[src/rtl/eccap_pkg.sv]
// Shared layout of the status word for the ECC first-error capture block.
// Assumes the address field keeps KEEP_W upper bits and the syndrome is SYN_W wide.
package eccap_pkg;
    localparam int SYN_W  = 8;
    localparam int KEEP_W = 19;

    typedef struct packed {
        logic              scrub_off;
        logic [KEEP_W-1:0] addr_hi;
        logic [SYN_W-1:0]  syn;
        logic              serr_en;
        logic              irq_en;
        logic              ue;
        logic              ce;
    } eccap_stat_t;

    localparam int STAT_W        = $bits(eccap_stat_t);
    localparam int BIT_CE        = 0;
    localparam int BIT_UE        = 1;
    localparam int BIT_IRQ_EN    = 2;
    localparam int BIT_SERR_EN   = 3;
    localparam int BIT_SCRUB_OFF = STAT_W - 1;
endpackage

[src/rtl/eccap_flags.sv]
// Sticky error flags. Capture is armed only while both flags are clear;
// an uncorrectable strobe outranks a correctable one in the same cycle.
// Assumes the clear requests are already qualified by the write strobe.
module eccap_flags (
    input  logic clk,
    input  logic rst_n,
    input  logic ce_in,
    input  logic ue_in,
    input  logic clr_ce,
    input  logic clr_ue,
    output logic capture,
    output logic ce_q,
    output logic ue_q
);
    // Capture fires on the first strobe seen while nothing is held.
    always_comb capture = !ce_q && !ue_q && (ce_in || ue_in);

    // Flag state: set on capture, cleared by write-one requests.
    always_ff @(posedge clk) begin
        if (!rst_n) begin
            ce_q <= 1'b0;
            ue_q <= 1'b0;
        end else if (capture) begin
            ue_q <= ue_in;
            ce_q <= !ue_in;
        end else begin
            if (clr_ce) ce_q <= 1'b0;
            if (clr_ue) ue_q <= 1'b0;
        end
    end
endmodule

[src/rtl/eccap_record.sv]
// Holds the truncated address and syndrome of the captured error.
// Assumes capture is a single-cycle pulse from the flag logic.
module eccap_record #(
    parameter int ADDR_W = 32,
    parameter int KEEP_W = 19,
    parameter int SYN_W  = 8
) (
    input  logic              clk,
    input  logic              rst_n,
    input  logic              capture,
    input  logic [ADDR_W-1:0] addr_in,
    input  logic [SYN_W-1:0]  syn_in,
    output logic [KEEP_W-1:0] addr_hi_q,
    output logic [SYN_W-1:0]  syn_q
);
    localparam int TOP = ADDR_W - 1;

    // Freeze the upper address bits and the syndrome on capture.
    always_ff @(posedge clk) begin
        if (!rst_n) begin
            addr_hi_q <= '0;
            syn_q     <= '0;
        end else if (capture) begin
            addr_hi_q <= addr_in[TOP -: KEEP_W];
            syn_q     <= syn_in;
        end
    end
endmodule

[src/rtl/eccap_ctrl.sv]
// Software-writable control bits, loaded as a group on each write.
// Assumes the write data is already mapped to the control bit positions.
module eccap_ctrl #(
    parameter int N_CTL = 3
) (
    input  logic             clk,
    input  logic             rst_n,
    input  logic             wr_en,
    input  logic [N_CTL-1:0] wr_bits,
    output logic [N_CTL-1:0] ctl_q
);
    // One register per control bit, all reset to 0.
    for (genvar g = 0; g < N_CTL; g++) begin : g_ctl
        always_ff @(posedge clk) begin
            if (!rst_n)     ctl_q[g] <= 1'b0;
            else if (wr_en) ctl_q[g] <= wr_bits[g];
        end
    end
endmodule

[src/rtl/ecc_err_capture.sv]
// ECC first-error capture register. Records the kind, upper address bits and
// syndrome of the first ECC error and holds them until software clears the flag.
// Assumes strobes are one-cycle and the address/syndrome are valid with them.
module ecc_err_capture
    import eccap_pkg::*;
#(
    parameter int ADDR_W = 32
) (
    input  logic              clk,
    input  logic              rst_n,
    input  logic              ce_err,
    input  logic              ue_err,
    input  logic [ADDR_W-1:0] err_addr,
    input  logic [SYN_W-1:0]  err_syn,
    input  logic              wr_en,
    input  logic [STAT_W-1:0] wr_data,
    output logic [STAT_W-1:0] status,
    output logic              irq_ce,
    output logic              serr_ue,
    output logic              scrub_en
);
    localparam int N_CTL = 3;

    logic              capture;
    logic              ce_q, ue_q;
    logic [KEEP_W-1:0] addr_hi_q;
    logic [SYN_W-1:0]  syn_q;
    logic [N_CTL-1:0]  ctl_wr, ctl_q;
    logic              clr_ce, clr_ue;
    eccap_stat_t       stat;

    // Qualify write-one-to-clear requests and pick the control bits from the data.
    always_comb begin
        clr_ce = wr_en && wr_data[BIT_CE];
        clr_ue = wr_en && wr_data[BIT_UE];
        ctl_wr = {wr_data[BIT_SCRUB_OFF], wr_data[BIT_SERR_EN], wr_data[BIT_IRQ_EN]};
    end

    eccap_flags u_flags (
        .clk     (clk),
        .rst_n   (rst_n),
        .ce_in   (ce_err),
        .ue_in   (ue_err),
        .clr_ce  (clr_ce),
        .clr_ue  (clr_ue),
        .capture (capture),
        .ce_q    (ce_q),
        .ue_q    (ue_q)
    );

    eccap_record #(.ADDR_W(ADDR_W), .KEEP_W(KEEP_W), .SYN_W(SYN_W)) u_record (
        .clk       (clk),
        .rst_n     (rst_n),
        .capture   (capture),
        .addr_in   (err_addr),
        .syn_in    (err_syn),
        .addr_hi_q (addr_hi_q),
        .syn_q     (syn_q)
    );

    eccap_ctrl #(.N_CTL(N_CTL)) u_ctrl (
        .clk     (clk),
        .rst_n   (rst_n),
        .wr_en   (wr_en),
        .wr_bits (ctl_wr),
        .ctl_q   (ctl_q)
    );

    // Assemble the status word and the level outputs.
    always_comb begin
        stat.scrub_off = ctl_q[2];
        stat.addr_hi   = addr_hi_q;
        stat.syn       = syn_q;
        stat.serr_en   = ctl_q[1];
        stat.irq_en    = ctl_q[0];
        stat.ue        = ue_q;
        stat.ce        = ce_q;
        status         = stat;
        irq_ce         = ce_q && ctl_q[0];
        serr_ue        = ue_q && ctl_q[1];
        scrub_en       = !ctl_q[2];
    end
endmodule

[config.mk]
export PLATFORM = sky130hd
export DESIGN_NAME = ecc_err_capture
export DESIGN_NICKNAME = d
export VERILOG_FILES = /design/src/rtl/eccap_pkg.sv /design/src/rtl/eccap_flags.sv /design/src/rtl/eccap_record.sv /design/src/rtl/eccap_ctrl.sv /design/src/rtl/ecc_err_capture.sv
export SDC_FILE = /design/constraint.sdc
export NUM_CORES = 1
export LEC_CHECK = 0
export ABC_AREA = 1
export BUFFER_PORTS_ARGS = -buffer_cell sky130_fd_sc_hd__buf_2
export CORE_ASPECT_RATIO = 1.4
export CORE_MARGIN = 3
export CORE_UTILIZATION = 39
export CTS_CLUSTER_SIZE = 16
export DETAILED_ROUTE_END_ITERATION = 16
export PLACE_DENSITY = 0.79
export SYNTH_ARGS = -nofsm -noshare
export SYNTH_HDL_FRONTEND = slang
export SYNTH_SLANG_ARGS = --single-unit
[constraint.sdc]
create_clock -name clk -period 1.2 [get_ports clk]
set_input_delay 0.06 -clock clk [delete_from_list [all_inputs] [get_ports clk]]
set_output_delay 0.06 -clock clk [all_outputs]
set_load 0.01 [all_outputs]
==> impl_metrics.yaml <==
floorplanning:
  die-area_um2: 4480
  core_area_um2: 3470
  fp-row-count: 25
  fp.dieW_um: 57.4
  design.portCount: 112
  die-height_um: 78.0
  initial_core_util_pct: 41.6
pwr:
  leakagePower_nw: 1.13
  p_seq_share_pct: 45.8
  ir_worst_vdd_mv: 0.810
  p_comb_share_pct: 23.4
  p_per_area_nw_per_um2: 1410
  p_sw_share_pct: 28.4
  power_w: 0.00270
  p_int_w: 0.00194
  power_frac_clock_pct: 30.8
  power.switching_w: 0.000767
job:
  maxCapViolCount: 0
hold_path:
  min_from: "wr_data[3]"
  hp-class: "input pin to register"
timing:
  timing.final.max_slew_violations: 0
  setup_tns_ns: 0
  rsz0062_at_grt: "false"
  skew_ns: 0.00488
  setup_viol: 0
  whs_ns: 0.0137
  hold_violations: 0
  max_clock_freq_ghz: 0.968
  slew_headroom_pct: 79.0
  tightest_slew_ns: 0.315
  setup_ws_ns: 0.167
  period_needed_ns: 1.03
  period_share_pct: 86.1
grt:
  grt_antenna_before_repair: 0
  grt_use_total_pct: 15.2
  grt_max_degree: 35
  grt.overflow.total: 0
  grt_pass1_vias: 1299
  grt_pass1_wl_mm: 5.46
route:
  drc_errors: 0
  avgRoutedWirePerCell_um: 10.2
  first_pass_iters: 4
  drtIter0Drc: 57
  postRouteAntennaNets: 0
  vias: 1468
  vias_per_cell: 4.62
  wirelength_mm: 3.26
clocking:
  insertion_delay_ns: 0.27
  cts_setup_buffers: 0
  cts_hold_buffers: 0
  h-tree-depth: 2
  cts_made_buffers: 5
  clock_sinks: 32
  cts-resized-gates: 0
  root_buffer: "clkbuf_8"
  cts.clk_slew.worst_paths_ns: 0.06
  cts_tree: "built"
  clockBufferDepth: 2
worst_setup_path:
  crit_type: "register to register"
  crit_path_max_fanout: 30
  endpoint_kind: "register"
  reg2reg_from: "u_flags.ce_q"
  critPathLaunchType: "register"
  worstPathRequired_ns: 1.37
  critPathArrivalTime_ns: 1.20
  startpoint: "u_flags.ce_q"
synthesis:
  ys_seq_area_share_pct: 44.4
  syn_nets: 287
  synth_compound_area_share_pct: 11.4
  synth_xor_area_share_pct: 0
  synth_top_area_share_pct: 44.4
  ys_top_cells_by_area: "dfxtp_1 (44%), a21oi_1 (10%), nand3_1 (9.7%)"
  yosys.area_share.simple_pct: 27.5
  syn_area_um2: 1440
  synth_seq_cells: 32
  synth_top_family_by_area: "simple AND/OR/NAND/NOR gates"
  syn_area_per_cell_um2: 6.88
  yosysWarnings: 0
  synthAdderAreaFrac_pct: 0
  synth_mux_area_share_pct: 0
  synth_cell_types: 14
  syn_inst: 210
  synth_top_cell_by_area: "dfxtp_1"
cells_and_area:
  final_net_count: 354
  multi_input_area_um2: 567
  drive_gt1_share_pct: 30.2
  area_delta_synth_final_pct: 32.8
  seq_area_um2: 641
  antennaDiodeCount: 0
  fill_cells: 358
place:
  hpwl_mm: 2.36
  pre_cts_slack_ns: 0.170
  placement.io_buffers: 71
  globalplace.congestion: 0.744
outcome:
  status: "completed"
[cells by family (layout without fill, tap and decap cells)]
group,after synthesis,count (layout)
flip-flops,32,32
AND/OR/NAND/NOR,95,95
buffers and inverters,50,118
AO/OA/AOI/OAI,33,33
[state kept, by name (all words and copies together), names as in the netlist]
signal and count:
u_record.addr_hi_q 19, u_record.syn_q 8, u_ctrl.ctl_q 3, u_flags.ce_q 1, u_flags.ue_q 1
[worst paths after layout]
kind | slack, ns | endpoint | cells after the start
min | 0.01 | u_ctrl.ctl_q[1] | 3
max | 0.17 | u_record.syn_q[7] | 5
max reg2reg | 0.17 | u_record.syn_q[7] | 5
min reg2reg | 0.47 | u_record.syn_q[5] | 2
[power by group through the flow]
| stage | Clock (W) | Sequential (W) | Combinational (W) |
|---|---|---|---|
| 3_5_place_dp | 0 | 0.00126 | 0.000644 |
| 6_report | 0.000834 | 0.00124 | 0.000633 |
| 4_1_cts | 0.000871 | 0.00124 | 0.000644 |
| 2_1_floorplan | 0 | 0.00131 | 0.000364 |
| 5_1_grt | 0.000917 | 0.00125 | 0.000717 |
| 3_3_place_gp | 0 | 0.00126 | 0.000631 |
[per-stage QoR]
| step | cells | utilization, % | area [µm²] |
|---|---|---|---|
| after floorplan | 210 | - | 1440 |
| after global placement | 310 | 52.6 | 1830 |
| after detailed placement | 310 | 52.6 | 1830 |
| after CTS | 318 | 55.2 | 1920 |
| after global routing | 318 | 55.2 | 1920 |
| final | 318 | 55.2 | 1920 |
[synth_stat cells, drive strengths merged]
cell    instances
nand2          35
inv            34
dfxtp          32
nor2           32
a21oi          30
nand3          28
buf            15
o21ai           3
clkbuf          1
[per-layer routing]
layer | up-vias | wire, µm | track usage [%]
met5 | - | 0 | 0
met2 | 47 | 1630 | 27.7
met4 | 0 | 62 | 7.66
met1 | 635 | 1370 | 16.1
met3 | 5 | 193 | 2.50
li1 | 781 | - | -
[worst max-delay path: stages, from the launching register on]
cell,delay (ns)
dfxtp_1,0.36
nor2_4,0.18
buf_12,0.19
nand3_1,0.09
nand2_1,0.07
nor2_1,0.04
[layout by cell type (no fill, tap or decap)]
| cell type | instances |
|---|---|
| nand2_1 | 34 |
| clkbuf_8 | 6 |
| nor2_4 | 1 |
| nand3_1 | 28 |
| o21ai_0 | 3 |
| nor2_1 | 31 |
| buf_4 | 1 |
| nand2_2 | 1 |
| dfxtp_1 | 32 |
| buf_12 | 4 |
| a21oi_1 | 30 |
| inv_1 | 34 |
| buf_2 | 71 |
| clkbuf_1 | 2 |
[cell type report]
| class | instances | area share, % |
|---|---|---|
| Clock buffer | 8 | 4.70 |
| Tap cell | 40 | 2.61 |
| Timing Repair Buffer | 76 | 23.1 |
| Sequential cell | 32 | 33.4 |
| Multi-Input combinational cell | 128 | 29.5 |
| Inverter | 34 | 6.65 |
(Power assumes the default switching activity.)
